`config.mk`:
```
export PLATFORM = sky130hd
export DESIGN_NAME = mac_unit
export DESIGN_NICKNAME = d
export VERILOG_FILES = /design/src/rtl/mac_pkg.sv /design/src/rtl/mac_wide_mul.sv /design/src/rtl/mac_word_acc.sv /design/src/rtl/mac_unit.sv
export SDC_FILE = /design/constraint.sdc
export NUM_CORES = 2
export LEC_CHECK = 0
export CORE_ASPECT_RATIO = 1.75
export CORE_MARGIN = 8
export CORE_UTILIZATION = 64
export CTS_BUF_LIST = sky130_fd_sc_hd__clkbuf_8
export CTS_CLUSTER_SIZE = 25
export DETAILED_ROUTE_END_ITERATION = 8
export PLACE_DENSITY = 0.82
export SETUP_SLACK_MARGIN = 0.02
export SLEW_MARGIN = 20
export SYNTH_ARGS = -nofsm -noshare
export SYNTH_HDL_FRONTEND = slang
export SYNTH_SLANG_ARGS = --single-unit
export TNS_END_PERCENT = 30
```
`constraint.sdc`:
```
create_clock -name clk_i -period 5.2 [get_ports clk_i]
set_input_delay 1.3 -clock clk_i [delete_from_list [all_inputs] [get_ports clk_i]]
set_output_delay 1.3 -clock clk_i [all_outputs]
set_load 0.005 [all_outputs]
```
`src/rtl/mac_pkg.sv`:
```
package mac_pkg;
  typedef enum logic [1:0] {
    OP_MULU = 2'b00,
    OP_MULS = 2'b01,
    OP_MACW = 2'b10,
    OP_NOP  = 2'b11
  } mac_op_e;
endpackage

```
`src/rtl/mac_wide_mul.sv`:
```
module mac_wide_mul #(
  parameter int DW = 32
) (
  input  logic [DW-1:0] a_i,
  input  logic [DW-1:0] b_i,
  input  logic          sgn_i,
  output logic [DW-1:0] hi_o,
  output logic [DW-1:0] lo_o
);
  localparam int HW = DW / 2;

  logic [DW-1:0] pp [2][2];

  for (genvar i = 0; i < 2; i++) begin : g_pa
    for (genvar j = 0; j < 2; j++) begin : g_pb
      assign pp[i][j] = {{HW{1'b0}}, a_i[i*HW +: HW]} * {{HW{1'b0}}, b_i[j*HW +: HW]};
    end
  end

  logic [DW:0]   mid;
  logic [DW:0]   lo_sum;
  logic [DW-1:0] hi_raw;
  logic [DW-1:0] fix_a;
  logic [DW-1:0] fix_b;

  assign mid    = {1'b0, pp[1][0]} + {1'b0, pp[0][1]};
  assign lo_sum = {1'b0, pp[0][0]} + {1'b0, mid[HW-1:0], {HW{1'b0}}};
  assign hi_raw = pp[1][1] + DW'(mid[DW:HW]) + DW'(lo_sum[DW]);

  // two's complement correction of the unsigned upper word
  assign fix_a = (sgn_i && a_i[DW-1]) ? b_i : '0;
  assign fix_b = (sgn_i && b_i[DW-1]) ? a_i : '0;

  assign hi_o = hi_raw - fix_a - fix_b;
  assign lo_o = lo_sum[DW-1:0];
endmodule

```
`src/rtl/mac_word_acc.sv`:
```
module mac_word_acc #(
  parameter int DW = 32,
  parameter int GW = 10
) (
  input  logic [DW/2-1:0] a_i,
  input  logic [DW/2-1:0] b_i,
  input  logic [DW-1:0]   mach_i,
  input  logic [DW-1:0]   macl_i,
  input  logic            sat_i,
  output logic [DW-1:0]   mach_o,
  output logic [DW-1:0]   macl_o
);
  localparam int HW = DW / 2;

  logic [DW-1:0] ext_a;
  logic [DW-1:0] ext_b;
  logic [DW-1:0] prod;
  logic [DW:0]   sum;
  logic          ovf;
  logic [DW-1:0] guard_sum;

  assign ext_a = {{HW{a_i[HW-1]}}, a_i};
  assign ext_b = {{HW{b_i[HW-1]}}, b_i};
  assign prod  = ext_a * ext_b;
  assign sum   = {1'b0, macl_i} + {1'b0, prod};
  assign ovf   = (prod[DW-1] == macl_i[DW-1]) && (sum[DW-1] != prod[DW-1]);

  assign guard_sum = mach_i + {DW{prod[DW-1]}} + DW'(sum[DW]);

  always_comb begin
    mach_o = mach_i;
    macl_o = sum[DW-1:0];
    if (sat_i) begin
      if (ovf) begin
        mach_o = mach_i | DW'(1);
        macl_o = prod[DW-1] ? {1'b1, {(DW-1){1'b0}}} : {1'b0, {(DW-1){1'b1}}};
      end
    end else begin
      mach_o = {{(DW-GW){guard_sum[GW-1]}}, guard_sum[GW-1:0]};
    end
  end
endmodule

```
`src/rtl/mac_unit.sv`:
```
module mac_unit
  import mac_pkg::*;
#(
  parameter int DW = 32,
  parameter int GW = 10
) (
  input  logic          clk_i,
  input  logic          rst_ni,
  input  logic          clr_i,
  input  logic          vld_i,
  input  logic [1:0]    op_i,
  input  logic          sat_i,
  input  logic [DW-1:0] opa_i,
  input  logic [DW-1:0] opb_i,
  output logic [DW-1:0] mach_o,
  output logic [DW-1:0] macl_o
);
  localparam int HW = DW / 2;

  mac_op_e       op;
  logic [DW-1:0] mul_hi, mul_lo;
  logic [DW-1:0] acc_hi, acc_lo;
  logic [DW-1:0] mach_q, macl_q;
  logic [DW-1:0] mach_d, macl_d;

  assign op = mac_op_e'(op_i);

  mac_wide_mul #(.DW(DW)) i_wide_mul (
    .a_i   (opa_i),
    .b_i   (opb_i),
    .sgn_i (op == OP_MULS),
    .hi_o  (mul_hi),
    .lo_o  (mul_lo)
  );

  mac_word_acc #(.DW(DW), .GW(GW)) i_word_acc (
    .a_i    (opa_i[HW-1:0]),
    .b_i    (opb_i[HW-1:0]),
    .mach_i (mach_q),
    .macl_i (macl_q),
    .sat_i  (sat_i),
    .mach_o (acc_hi),
    .macl_o (acc_lo)
  );

  always_comb begin
    mach_d = mach_q;
    macl_d = macl_q;
    if (clr_i) begin
      mach_d = '0;
      macl_d = '0;
    end else if (vld_i) begin
      unique case (op)
        OP_MULU, OP_MULS: begin
          mach_d = mul_hi;
          macl_d = mul_lo;
        end
        OP_MACW: begin
          mach_d = acc_hi;
          macl_d = acc_lo;
        end
        default: ;
      endcase
    end
  end

  always_ff @(posedge clk_i or negedge rst_ni) begin
    if (!rst_ni) begin
      mach_q <= '0;
      macl_q <= '0;
    end else begin
      mach_q <= mach_d;
      macl_q <= macl_d;
    end
  end

  assign mach_o = mach_q;
  assign macl_o = macl_q;
endmodule

```
# ---- Word-level counts from Yosys, hierarchy flattened
# Cells that the tools add are included.
dict set report word_totals {
  reg_bits 64
  in_bits 71
  out_inout_bits 64
  elab_cells 46
}
dict set report op_classes {
  n_addsub 9
  n_mul 5
  eq_ne 6
  n_mux 13
  n_reduce_logical 10
}
# op n
set op_table {}
lappend op_table {{$mux W32} 10}
lappend op_table {{$mul A16 B16 Y32} 5}
lappend op_table {{$pmux W32 S2} 2}
lappend op_table {{$add A32 B32 Y33} 3}
lappend op_table {{$sub A32 B32 Y32} 2}
lappend op_table {{$add A32 B1 Y32} 1}
lappend op_table {{$add A32 B17 Y32} 1}
lappend op_table {{$add A10 B1 Y10} 1}
lappend op_table {{$add A10 B10 Y10} 1}
lappend op_table {{$reduce_and A3 Y1} 2}
lappend op_table {{$ne A4 B3 Y1 const B} 1}
lappend op_table {{$logic_and A1 B1 Y1} 3}
lappend op_table {{$ne A3 B3 Y1 const B} 1}
lappend op_table {{$reduce_bool A3 Y1} 1}
lappend op_table {{$eq A2 B1 Y1 const B} 1}
lappend op_table {{$eq A2 B2 Y1 const B} 1}
lappend op_table {{$logic_not A2 Y1} 1}
lappend op_table {{$reduce_and A2 Y1} 1}
lappend op_table {{$reduce_bool A2 Y1} 1}
lappend op_table {{$reduce_or A2 Y1} 1}
lappend op_table {{$eq A1 B1 Y1} 1}
lappend op_table {{$mux W1} 1}
lappend op_table {{$ne A1 B1 Y1} 1}

# ---- Depth between registers and ports, before layout
dict set report logic_depth {
  ltp_word 9
  depth_mapped 56
  mapped_depth_nobuf 55
}

# ---- Hierarchy
# A second synthesis with hierarchy kept.
dict set report unflattened {
  cells_unflattened 5957
  hier_area_um2 53126.0
}
# mod instances cells_per_inst area_each_um2 seq_area_each_um2
set by_module_without_submodules {}
lappend by_module_without_submodules {mac_wide_mul 1 4308 37723.7 0.0}
lappend by_module_without_submodules {mac_word_acc 1 1432 12299.3 0.0}
lappend by_module_without_submodules {mac_unit 1 217 3103.0 1601.5}

# ---- Worst setup path before layout
# No wires, ideal clock.
dict set report synth_path {
  kind {in2reg}
  startpoint {input port opa_i[21]}
  endpoint {register mach_q[30], in the netlist mach_o[30]}
  setup_time_ns 0.069
  arrival_time_ns 13.265
  required_ns 5.131
  path_slack_ns -8.133
  stages 56
  n_path_buf 1
  path_cell_list {clkbuf_1 -> and2_1 -> fa_1 -> inv_1 -> fa_1 -> fa_1 -> inv_1 -> ha_1 -> inv_1 -> fa_1 -> inv_1 -> fa_1 -> inv_1 -> fa_1 -> inv_1 -> fa_1 -> ha_1 -> xnor2_1 -> [20 not listed] -> ha_1 -> ha_1 -> inv_1 -> fa_1 -> inv_1 -> ha_1 -> inv_1 -> fa_1 -> nand2b_1 -> a21oi_1 -> o31ai_1 -> a32oi_1 -> a21o_1 -> o211a_1 -> nor2_1 -> mux2i_1 -> or3_1 -> nand3_1}
}
dict set report synth_via {
  elab_chain_len 9
  elab_cells_between_ends 12
  cone_classes {add/sub (6); mul (2); mux (4)}
}
# element line_no
set synth_rtl {}
lappend synth_rtl {{start, declared} mac_unit.sv:13} ;# input logic [DW-1:0] opa_i,
lappend synth_rtl {{$mul A16 B16 Y32} mac_wide_mul.sv:16} ;# assign pp[i][j] = {{HW{1'b0}}, a_i[i*HW +: HW]} * {{HW{1'b0}}, b_i[j*HW +: HW]};
lappend synth_rtl {{$add A32 B32 Y33} mac_wide_mul.sv:26} ;# assign mid = {1'b0, pp[1][0]} + {1'b0, pp[0][1]};
lappend synth_rtl {{$add A32 B17 Y32 or $add A32 B32 Y33 (tied branches)} {mac_wide_mul.sv:28, mac_wide_mul.sv:27}}
lappend synth_rtl {{$add A32 B1 Y32} mac_wide_mul.sv:28} ;# assign hi_raw = pp[1][1] + DW'(mid[DW:HW]) + DW'(lo_sum[DW]);
lappend synth_rtl {{$sub A32 B32 Y32} mac_wide_mul.sv:34} ;# assign hi_o = hi_raw - fix_a - fix_b;
lappend synth_rtl {{$sub A32 B32 Y32 (*)} mac_wide_mul.sv:34}
lappend synth_rtl {{$pmux W32 S2 (*)} mac_unit.sv:53} ;# unique case (op)
lappend synth_rtl {{$mux W32 (*)} mac_unit.sv:52} ;# end else if (vld_i) begin
lappend synth_rtl {{$mux W32 (*)} mac_unit.sv:49} ;# if (clr_i) begin
lappend synth_rtl {{end signal, assigned} mac_unit.sv:72} ;# mach_q <= mach_d;
lappend synth_rtl {{end, declared} mac_unit.sv:23} ;# logic [DW-1:0] mach_q, macl_q;
# Mark *: on every way between the ends. The rest lies on a longest branch, timed or not. The select of a mux whose other input is x is not followed.
# A chain may end at the register's enable or synchronous reset.

# ---- Worst setup path in the final report
dict set report layout_path {
  startpoint {input port opb_i[21]}
  endpoint {register mach_q[26], in the netlist mach_o[26]}
}
dict set report layout_via {
  elab_chain_len 9
  elab_cells_between_ends 12
  cone_classes {add/sub (6); mul (2); mux (4)}
}
# element line_no
set layout_rtl {}
lappend layout_rtl {{start, declared} mac_unit.sv:14} ;# input logic [DW-1:0] opb_i,
lappend layout_rtl {{$mul A16 B16 Y32} mac_wide_mul.sv:16}
lappend layout_rtl {{$add A32 B32 Y33} mac_wide_mul.sv:26}
lappend layout_rtl {{$add A32 B17 Y32 or $add A32 B32 Y33 (tied branches)} {mac_wide_mul.sv:28, mac_wide_mul.sv:27}}
lappend layout_rtl {{$add A32 B1 Y32} mac_wide_mul.sv:28}
lappend layout_rtl {{$sub A32 B32 Y32 (*) (2 in series)} mac_wide_mul.sv:34}
lappend layout_rtl {{$pmux W32 S2 (*)} mac_unit.sv:53}
lappend layout_rtl {{$mux W32 (*)} mac_unit.sv:52}
lappend layout_rtl {{$mux W32 (*)} mac_unit.sv:49}
# Marks and branches as above.

==> results.py <==
metrics = {
    "worst_hold_path": {
        "timing.hold.worst_endpoint": "mach_o[15]",
        "min_path_type": "reg2reg",
        "timing.hold.worst_path_depth": 2,
        "timing.hold.worst.start": "mach_o[15]",
    },
    "finish": {
        "postLayoutCellArea_um2": 55900,
        "areaGrowthSynthToFinish_pct": 20.7,
        "finish.utilization": 0.779,
        "num-nets-final": 7572,
        "layout.cells.most_common": "sky130_fd_sc_hd__inv_1",
        "most_frequent_cells_in_the_layout": "1236 x sky130_fd_sc_hd__inv_1, 1063 x sky130_fd_sc_hd__fa_1, 748 x sky130_fd_sc_hd__buf_4",
        "drive_gt1_frac": 0.179,
    },
    "synthesis": {
        "postSynthCellCount": 5191,
        "synth_seq_area_share": 0.0346,
        "synth-main-ff-cell": "sky130_fd_sc_hd__dfrtp_1",
        "yosys_warnings": 0,
        "syn-cell-area_um2": 46300,
        "synth.largest_area_cell": "sky130_fd_sc_hd__fa_1",
        "yosys-top-cells-area": "sky130_fd_sc_hd__fa_1 47%, sky130_fd_sc_hd__ha_1 14%, sky130_fd_sc_hd__inv_1 10%",
        "synth_top_cell_area_share": 0.466,
        "synth_cell_types": 75,
        "synth_enable_flop_cells": 0,
        "yosys.area_share.xor_xnor": 0.0267,
        "post_synth_mux_area_share": 0.00141,
        "yosys_register_bits": 64,
        "post_synth_and_or_nand_nor_area_fraction": 0.146,
        "yosys.area_share.adder": 0.602,
        "per_instance_average_area_after_synthesis_um2": 8.92,
        "synth_top_family_by_area": "adder cells",
        "synth_area_in_compound_gates": 0.0684,
        "synth_nets": 6842,
        "synthArstFlopShare": 1.00,
    },
    "clocking": {
        "cts-buffers-inserted": 9,
        "cts_sinks": 64,
        "clk_transition_reported_paths_ns": 0.09,
        "number_of_buffers_on_the_longest_clock_path": 2,
        "cts_root_buffer": "sky130_fd_sc_hd__clkbuf_8",
        "cts.htree.levels": 3,
        "clock_insertion_delay_worst_skew_ns": 0.42,
        "holdBufCountCts": 0,
        "cts_tree": "yes",
    },
    "die": {
        "fp.dieArea_um2": 81500,
        "design.portCount": 135,
        "chipHeight_um": 372,
        "die_w_um": 219,
        "initial_core_util": 0.645,
        "core_region_area_um2": 71700,
        "fp-row-count": 130,
    },
    "setup_path": {
        "crit_type": "in2reg",
        "critPathSlowestCell": "sky130_fd_sc_hd__fa_2",
        "crit_path_frequent_cell": "sky130_fd_sc_hd__fa_1",
        "critical_path.max_stage_delay_ns": 0.63,
        "reg2reg_slack_ns": -0.31,
        "crit-reg2reg-capture": "mach_o[25]",
        "cp_data_required_time_ns": 5.50,
        "critical_path.endpoint_type": "register",
        "worst_path_arrival_time_ns": 13.43,
        "r2r_cells": 28,
        "critical_path.max_fanout": 7,
        "worst_setup_path_start_kind": "input port",
        "timing.rr.start": "macl_o[0]",
    },
    "drt": {
        "total_vias_in_the_final_route": 40400,
        "avgRoutedWirePerCell_um": 23.3,
        "viasPerCell": 5.89,
        "drt.antenna.violating_nets": 0,
        "drt-initial-drc-count": 2957,
        "post-route-drc-count": 0,
        "drt-total-wl_mm": 160,
        "drt_pass1_iterations": 7,
    },
    "run_status": {
        "failing_checks": "setup timing",
        "run_status": "finished, violations left",
    },
    "sta": {
        "timing.setup.tns_ns": -387.32,
        "grt_setup_unrepaired": "true",
        "slew_headroom": 0.275,
        "finalWorstPathRequiredPeriod_ns": 13.12,
        "setup_viol_count_final": 64,
        "hold_viol_final": 0,
        "timing_worst_slew_pin_value_ns": 1.08,
        "final_max_slew_viol_count": 0,
        "timing.final.ws_setup_ns": -7.92,
        "finClkSkew_ns": 0.0231,
        "max_freq_ghz": 0.0762,
        "timing.final.crit_share": 2.52,
    },
    "global_route": {
        "global_route.overflow_total": 0,
        "vias_in_the_first_global_route": 45800,
        "grt_pass1_wl_mm": 246,
        "grtUsageTotal": 0.404,
        "pin_count_of_the_biggest_net_entering_global_routing": 39,
        "antenna_violations_before_repair": 13,
    },
    "run": {
        "maxCapViolations": 0,
    },
    "place": {
        "placed_cell_area_um2": 54100,
        "hpwlAfterDp_mm": 130,
        "io_buffer_count": 134,
        "routabilityCongestion": 1.01,
    },
}
==> Yosys cell counts (13+ instances only) <==
| library cell | n |
|---|---|
| sky130_fd_sc_hd__a211oi_1 | 18 |
| sky130_fd_sc_hd__a21o_1 | 55 |
| sky130_fd_sc_hd__a21oi_1 | 143 |
| sky130_fd_sc_hd__and2_1 | 447 |
| sky130_fd_sc_hd__clkbuf_1 | 217 |
| sky130_fd_sc_hd__dfrtp_1 | 64 |
| sky130_fd_sc_hd__fa_1 | 1077 |
| sky130_fd_sc_hd__ha_1 | 503 |
| sky130_fd_sc_hd__inv_1 | 1261 |
| sky130_fd_sc_hd__nand2_1 | 746 |
| sky130_fd_sc_hd__nand2b_1 | 37 |
| sky130_fd_sc_hd__nand3_1 | 18 |
| sky130_fd_sc_hd__nor2_1 | 95 |
| sky130_fd_sc_hd__nor2b_1 | 17 |
| sky130_fd_sc_hd__nor3_1 | 15 |
| sky130_fd_sc_hd__o211ai_1 | 13 |
| sky130_fd_sc_hd__o21a_1 | 23 |
| sky130_fd_sc_hd__o21ai_0 | 99 |
| sky130_fd_sc_hd__o21ai_1 | 24 |
| sky130_fd_sc_hd__o21bai_1 | 20 |
| sky130_fd_sc_hd__xnor2_1 | 107 |
| sky130_fd_sc_hd__xor2_1 | 34 |
==> logic make-up (layout without fill, tap and decap cells) <==
| group | Yosys count | in the layout |
|---|---|---|
| buf+inv | 1488 | 2223 |
| simple gates | 1417 | 1417 |
| mux | 6 | 6 |
| fa+ha+maj | 1580 | 1580 |
| other cells | 0 | 12 |
| xor+xnor | 141 | 141 |
| flops | 64 | 64 |
| compound gates | 495 | 495 |
==> layout make-up <==
type	instances	area, um2
multi-input cells	3639	40300
clock buffers	9	124
diodes	12	30.0
clock inverters	7	125
flip-flops and latches	64	1600
fillers	4579	15900
well taps	924	1160
repair buffers	945	7800
inverters	1262	4740
==> layer usage <==
metal	GRT usage	share of wire
met5	0	0
met4	0.421	0.14
met3	0.0973	0.078
met2	0.694	0.50
met1	0.375	0.28
==> critical path, delay by kind of cell <==
| kind | cells | cell delay [ns] |
|---|---|---|
| fa+ha+maj | 20 | 7.63 |
| xor+xnor | 2 | 0.39 |
| simple gates | 4 | 0.70 |
| compound gates | 13 | 2.31 |
| buf+inv | 13 | 1.08 |
==> state kept, by name (all words and copies together), names as in the netlist <==
signal / count
mach_o: 32
macl_o: 32
==> worst max-delay path by stage <==
stage	start	endpoint	slack [ns]	cells past startpoint
global placement	opb_i[2]	mach_o[26]	-8.90	57
global route	opb_i[21]	mach_o[26]	-8.26	52
finish	opb_i[21]	mach_o[26]	-7.92	52
floorplan	opa_i[21]	mach_o[26]	-7.69	56
CTS	opb_i[3]	mach_o[26]	-8.04	58
detailed placement	opb_i[2]	mach_o[26]	-9.06	57
==> per-stage QoR <==
step                      worst slack, ns  hold slack, ns  cells
after floorplan                     -7.69           0.473   5191
after global placement              -8.90           0.462   6801
after detailed placement            -9.06           0.470   6801
after CTS                           -8.04           0.490   6832
after global routing                -8.26           0.506   6856
final                               -7.92           0.492   6862
==> what timing repair did <==
item / in CTS / in global routing
buffers inserted: 15 / 22
gates resized for setup: 173 / 204
endpoints found under the setup margin: 64 / 64
pin swaps: 87 / 146
Power is not shown: default switching activity piles up to over one toggle a cycle in this logic, so the estimate is an artifact.
